`config.mk`:
```
export PLATFORM = sky130hd
export DESIGN_NAME = ls_fault_guard
export DESIGN_NICKNAME = d
export VERILOG_FILES = /design/src/rtl/lsfd_pkg.sv /design/src/rtl/lsfd_dwell.sv /design/src/rtl/lsfd_gate.sv /design/src/rtl/lsfd_latch.sv /design/src/rtl/ls_fault_guard.sv
export SDC_FILE = /design/constraint.sdc
export NUM_CORES = 1
export LEC_CHECK = 0
export CAP_MARGIN = 20
export CORE_MARGIN = 3
export CORE_UTILIZATION = 35
export CTS_BUF_LIST = sky130_fd_sc_hd__clkbuf_4 sky130_fd_sc_hd__clkbuf_8
export CTS_CLUSTER_SIZE = 25
export DETAILED_ROUTE_END_ITERATION = 10
export GPL_ROUTABILITY_DRIVEN = 0
export MAX_ROUTING_LAYER = met4
export PLACE_DENSITY = 0.66
export SYNTH_ARGS = -nofsm -noshare
export SYNTH_HDL_FRONTEND = slang
export SYNTH_SLANG_ARGS = --single-unit
```
`constraint.sdc`:
```
create_clock -name clk -period 1.4 [get_ports clk]
set_input_delay 0.14 -clock clk [delete_from_list [all_inputs] [get_ports clk]]
set_output_delay 0.14 -clock clk [all_outputs]
set_load 0.02 [all_outputs]
```
`src/rtl/lsfd_pkg.sv`:
```
// Package: shared fault code type for the load fault detector.
// Assumes nothing beyond a 2-bit code space.
package lsfd_pkg;
    typedef enum logic [1:0] {
        FLT_NONE  = 2'b00,
        FLT_OVLD  = 2'b01,
        FLT_OPEN  = 2'b10,
        FLT_SHORT = 2'b11
    } fault_e;
endpackage

```
`src/rtl/lsfd_dwell.sv`:
```
// Dwell timer: counts consecutive edges with cond_i high and reports the
// edge on which the count reaches LIMIT. The count saturates there, so the
// report is a single pulse for each unbroken run.
// Assumes LIMIT >= 1 and that cond_i is a synchronous level.
module lsfd_dwell #(
    parameter int unsigned LIMIT = 8
) (
    input  logic clk,
    input  logic rst_n,
    input  logic cond_i,
    output logic hit_o
);
    localparam int unsigned W = $clog2(LIMIT + 1);

    logic [W-1:0] cnt_q;

    // Count the run length, restarting when the condition drops.
    always_ff @(posedge clk) begin
        if (!rst_n || !cond_i) begin
            cnt_q <= '0;
        end else if (cnt_q != W'(LIMIT)) begin
            cnt_q <= cnt_q + 1'b1;
        end
    end

    // Qualify on the LIMIT-th consecutive edge.
    assign hit_o = cond_i && (cnt_q == W'(LIMIT - 1));
endmodule

```
`src/rtl/lsfd_gate.sv`:
```
// Gate control: follows the request one cycle late and holds the switch off
// after an overload until the request has been seen off.
// Assumes kill_i already merges every forced-off source other than reset.
module lsfd_gate (
    input  logic clk,
    input  logic rst_n,
    input  logic kill_i,
    input  logic req_i,
    input  logic ovl_hit_i,
    output logic gate_o
);
    logic lock_q;
    logic gate_q;

    // Lockout flag and registered gate enable.
    always_ff @(posedge clk) begin
        if (!rst_n || kill_i) begin
            lock_q <= 1'b0;
            gate_q <= 1'b0;
        end else begin
            lock_q <= ovl_hit_i | (lock_q & req_i);
            gate_q <= req_i & ~lock_q & ~ovl_hit_i;
        end
    end

    assign gate_o = gate_q;
endmodule

```
`src/rtl/lsfd_latch.sv`:
```
// Fault latch: picks the fault to record, writes it over the old code,
// pulses a strobe and lets an external clear zero the code.
// Assumes that at most the overload hit or the inactive-mode hits are set
// in any one cycle.
module lsfd_latch
    import lsfd_pkg::*;
(
    input  logic       clk,
    input  logic       rst_n,
    input  logic       kill_i,
    input  logic       clr_i,
    input  logic       ovl_hit_i,
    input  logic       open_hit_i,
    input  logic       short_hit_i,
    input  logic       short_now_i,
    output logic [1:0] code_o,
    output logic       stb_o
);
    fault_e code_q;
    fault_e code_nxt;
    logic   stb_q;
    logic   wr;

    // Choose the fault to write; a short overrides a concurrent open load.
    always_comb begin
        wr       = 1'b1;
        code_nxt = FLT_NONE;
        if (ovl_hit_i) begin
            code_nxt = FLT_OVLD;
        end else if (short_hit_i) begin
            code_nxt = FLT_SHORT;
        end else if (open_hit_i && !short_now_i) begin
            code_nxt = FLT_OPEN;
        end else begin
            wr = 1'b0;
        end
    end

    // Latch the code and strobe; writes take precedence over clear.
    always_ff @(posedge clk) begin
        if (!rst_n || kill_i) begin
            code_q <= FLT_NONE;
            stb_q  <= 1'b0;
        end else begin
            stb_q <= wr;
            if (wr) begin
                code_q <= code_nxt;
            end else if (clr_i) begin
                code_q <= FLT_NONE;
            end
        end
    end

    assign code_o = code_q;
    assign stb_o  = stb_q;
endmodule

```
`src/rtl/ls_fault_guard.sv`:
```
// Per-channel load fault detector top. It gates the comparator flags by the
// switch state, qualifies each flag with its own dwell timer, controls the
// gate and latches the fault code.
// Assumes every input is synchronous to clk.
module ls_fault_guard #(
    parameter int unsigned OVL_CYC   = 16,
    parameter int unsigned OPEN_CYC  = 50,
    parameter int unsigned SHORT_CYC = 30
) (
    input  logic       clk,
    input  logic       rst_n,
    input  logic       uv_i,
    input  logic       ctrl_n_i,
    input  logic       ov_flag_i,
    input  logic       ol_flag_i,
    input  logic       sh_flag_i,
    input  logic       clr_i,
    output logic       gate_en_o,
    output logic [1:0] fault_code_o,
    output logic       fault_stb_o
);
    localparam int unsigned NTMR = 3;
    localparam int unsigned LIMS [NTMR] = '{OVL_CYC, OPEN_CYC, SHORT_CYC};

    logic            req;
    logic            live;
    logic [NTMR-1:0] cond;
    logic [NTMR-1:0] hit;

    assign req  = ~ctrl_n_i;
    assign live = ~uv_i;

    // Mode-dependent qualifying conditions (index 0 overload, 1 open, 2 short).
    always_comb begin
        cond[0] = live & gate_en_o & req & ov_flag_i;
        cond[1] = live & ~req & ol_flag_i;
        cond[2] = live & ~req & sh_flag_i;
    end

    for (genvar g = 0; g < NTMR; g++) begin : g_tmr
        lsfd_dwell #(.LIMIT(LIMS[g])) u_dwell (
            .clk    (clk),
            .rst_n  (rst_n),
            .cond_i (cond[g]),
            .hit_o  (hit[g])
        );
    end

    lsfd_gate u_gate (
        .clk       (clk),
        .rst_n     (rst_n),
        .kill_i    (uv_i),
        .req_i     (req),
        .ovl_hit_i (hit[0]),
        .gate_o    (gate_en_o)
    );

    lsfd_latch u_latch (
        .clk         (clk),
        .rst_n       (rst_n),
        .kill_i      (uv_i),
        .clr_i       (clr_i),
        .ovl_hit_i   (hit[0]),
        .open_hit_i  (hit[1]),
        .short_hit_i (hit[2]),
        .short_now_i (sh_flag_i),
        .code_o      (fault_code_o),
        .stb_o       (fault_stb_o)
    );
endmodule

```
==> flow_metrics.tcl <==
set metrics [dict create \
    clock_sinks 21 \
    startpoint_type "flop" \
    synth_top_family_by_area "simple AND/OR/NAND/NOR gates" \
    drc 0 \
    r2r_start "g_tmr[0].u_dwell.cnt_q[1]$_SDFFE_PP0P_" \
    finClkSkew_ns 0.0103 \
    relSlewSlack_pct 81.0 \
    vias 821 \
    hold_class "flop to flop" \
    grt_pass1_vias 836 \
    cts_buffers 3 \
    period_minus_slack_ns 1.48 \
    ant_nets 0 \
    synth_mux_area_share_pct 0.986 \
    dpl_cell_area_sq_um 1220 \
    cp_max_fo 4 \
    maxSlewViolCount 0 \
    violations "negative setup slack" \
    status "finished with violations" \
    drt_wl_total_um 2010 \
    cts-htree-levels 1 \
    wl_met3_um 64 \
    crit_arrival_ns 1.69 \
    die_height_um 59.8 \
    cts_setup_buffers 0 \
    num_antenna_cells 0 \
    die_x_um 59.8 \
    cts_hold_buf 0 \
    path_clk_slew_ns 0.12 \
    fin_area_sq_um 1310 \
    coreArea_sq_um 2610 \
    grt_pass1_wl_um 3670 \
    ios 12 \
    yosys_warnings 0 \
    timing.rr.end "u_gate.gate_o$_SDFF_PP0_" \
    root_buffer "clkbuf_4" \
    cellPowerDensity_nw_per_um2 739 \
    power.leakage_nw 0.488 \
    dr.pass1.iters 4 \
    met1_length_um 935 \
    synthSimpleGateAreaFrac_pct 24.5 \
    ir_drop_mv 0.440 \
    setup_viol 4 \
    clkPwrFrac_pct 31.1 \
    track_usage_pct 14.1 \
    synth_compound_area_share_pct 10.9 \
    areaGrowthSynthToFinish_pct 28.9 \
    synth.distinct_cells 31 \
    dieArea_sq_um 3580 \
    switching_power_uw 223 \
    placementRows 18 \
    syn_nets 121 \
    wl_met2_um 967 \
    min_from "g_tmr[1].u_dwell.cnt_q[5]$_SDFFE_PP0P_" \
    sw_frac_of_total_pct 23.1 \
    drive_above_1_share_pct 21.4 \
    syn_avg_cell_area_sq_um 9.76 \
    rrSetupSlack_ns -0.08 \
    insertion_delay_ns 0.32 \
    drtIter0Drc 13 \
    crit_start "g_tmr[0].u_dwell.cnt_q[1]$_SDFFE_PP0P_" \
    worst_pin_slew_ns 0.281 \
    comb_power_share_pct 6.4 \
    rr_worst_depth 6 \
    maxCapViolCount 0 \
    fmax_mhz 675 \
    synth_fa_ha_area_share_pct 11.1 \
    worstPathRequired_ns 1.61 \
    antenna_found_initial 0 \
    dr.max_layer_used "met4" \
    cts_tree "done" \
    hpwl_um 1500 \
    fin_nets 144 \
    grt_max_degree 13 \
    hold_viol 0 \
    async_flop_share_pct 0 \
    avgViaCountPerCell 5.26 \
    fin_crit_sh_pct 106 \
    initial_utilization_pct 38.8 \
    path_class "flop to flop" \
    synth_edf_count 0 \
    rsz0062_at_grt "yes" \
    io_buffers 11 \
    pwr-share-seq_pct 62.5 \
    cts_buffer_depth 2 \
    crit_end "u_gate.gate_o$_SDFF_PP0_" \
    worst_slack_ns -0.0808 \
    worstSetupEndpointType "flop" \
    p_int_uw 744 \
    ys_seq_area_share_pct 41.4 \
    grt.overflow.total 0 \
    synth_ff_type "dfxtp_1" \
    finish.utilization_pct 50.0 \
    routedWlPerCell_um 12.9 \
    synth_xor_xnor_area_share_pct 7.77 \
    synth_cells 104 \
    syn-cell-area_sq_um 1010 \
    synth-seq-cells 21 \
    whs_ns 0.496 \
]
[cells in the final DEF (no fill, tap or decap), types with 3 or more instances in the layout]
cell,n
xor2_1,4
nor2_1,6
nand3_1,8
dfxtp_1,19
buf_4,7
dlygate4sd2_1,3
clkdlybuf4s50_1,7
nand4_1,3
clkbuf_4,3
a21oi_1,6
inv_1,8
a31oi_1,3
ha_1,7
xnor2_1,5
[state kept, by name, indices dropped and copies added, names as in the netlist]
register	flops
g_tmr.u_dwell.cnt_q	16
u_latch.code_o	2
u_gate.gate_o	1
u_gate.lock_q	1
u_latch.stb_o	1
[what timing repair did]
action	in CTS	in global routing
hold endpoints to repair	0	0
pin swaps	1	0
setup endpoints to repair	8	7
gates cloned	0	0
resized for setup	11	2
[worst min path at each step]
stage	endpoint	slack, ns	depth (start not counted)
finish	g_tmr[1].u_dwell.cnt_q[5]$_SDFFE_PP0P_	0.50	2
global route	u_gate.gate_o$_SDFF_PP0_	0.52	1
CTS	u_gate.gate_o$_SDFF_PP0_	0.49	1
detailed placement	u_gate.gate_o$_SDFF_PP0_	0.42	1
global placement	u_gate.gate_o$_SDFF_PP0_	0.41	1
floorplan	u_gate.gate_o$_SDFF_PP0_	0.22	1
[cells in the mapped netlist (2+ instances only)]
| master | instances | area (sq um) |
|---|---|---|
| and3_1 | 2 | 12.5 |
| nand3_1 | 8 | 40.0 |
| a21oi_1 | 6 | 30.0 |
| nor2_1 | 6 | 22.5 |
| xnor2_1 | 5 | 43.8 |
| nand2b_1 | 3 | 18.8 |
| a31oi_1 | 4 | 25.0 |
| inv_1 | 9 | 33.8 |
| dfxtp_1 | 21 | 420 |
| nand2_1 | 2 | 7.51 |
| xor2_1 | 4 | 35.0 |
| nor3b_1 | 2 | 15.0 |
| ha_1 | 9 | 113 |
| or3_1 | 2 | 12.5 |
| a211oi_1 | 2 | 15.0 |
| nor3_2 | 2 | 20.0 |
| nand4_1 | 3 | 18.8 |
[critical path, stage by stage (launching register included)]
cell,delay (ns)
dfxtp_2,0.37
ha_4,0.14
and3_4,0.19
ha_4,0.14
nand2b_4,0.05
or3_4,0.36
nor4b_4,0.14
[final cells by class]
type	instances	area, sq um
Clock inverter	1	5.00
Inverter	9	33.8
Timing Repair Buffer	18	161
Fill cell	254	1310
Multi-Input combinational cell	74	624
Sequential cell	21	423
Tap cell	30	37.5
Clock buffer	3	22.5
[per-layer routing]
metal	track usage (%)	up-vias
li1	-	416
met1	17.4	385
met2	21.3	15
met3	3.24	5
met4	6.96	0
met5	-	-
[cell families (layout without fill, tap and decap cells)]
logic type               Yosys count  count (layout)
AND/OR/NAND/NOR                   38              38
flip-flops                        21              21
AO/OA/AOI/OAI                     17              17
adder cells (fa/ha/maj)            9               9
XOR/XNOR                           9               9
buffers and inverters              9              31
multiplexers                       1               1
[power by group through the flow]
| stage | Clock, mW | Combinational, mW | Sequential (mW) |
|---|---|---|---|
| floorplan | 0 | 0.0193 | 0.618 |
| global placement | 0 | 0.0572 | 0.617 |
| detailed placement | 0 | 0.0583 | 0.617 |
| CTS | 0.306 | 0.0615 | 0.604 |
| global route | 0.332 | 0.0676 | 0.605 |
| finish | 0.301 | 0.0617 | 0.604 |
[through the flow]
| step | setup TNS [ns] | total power, mW | setup WS (ns) | cells |
|---|---|---|---|---|
| finish | -0.223 | 0.967 | -0.0808 | 156 |
| global placement | -0.0567 | 0.674 | -0.0292 | 152 |
| detailed placement | -0.258 | 0.675 | -0.0727 | 152 |
| floorplan | -0.0221 | 0.637 | -0.0221 | 104 |
| CTS | -0.147 | 0.972 | -0.0528 | 156 |
| global route | -0.593 | 1.00 | -0.121 | 156 |
(Power assumes the default switching activity.)
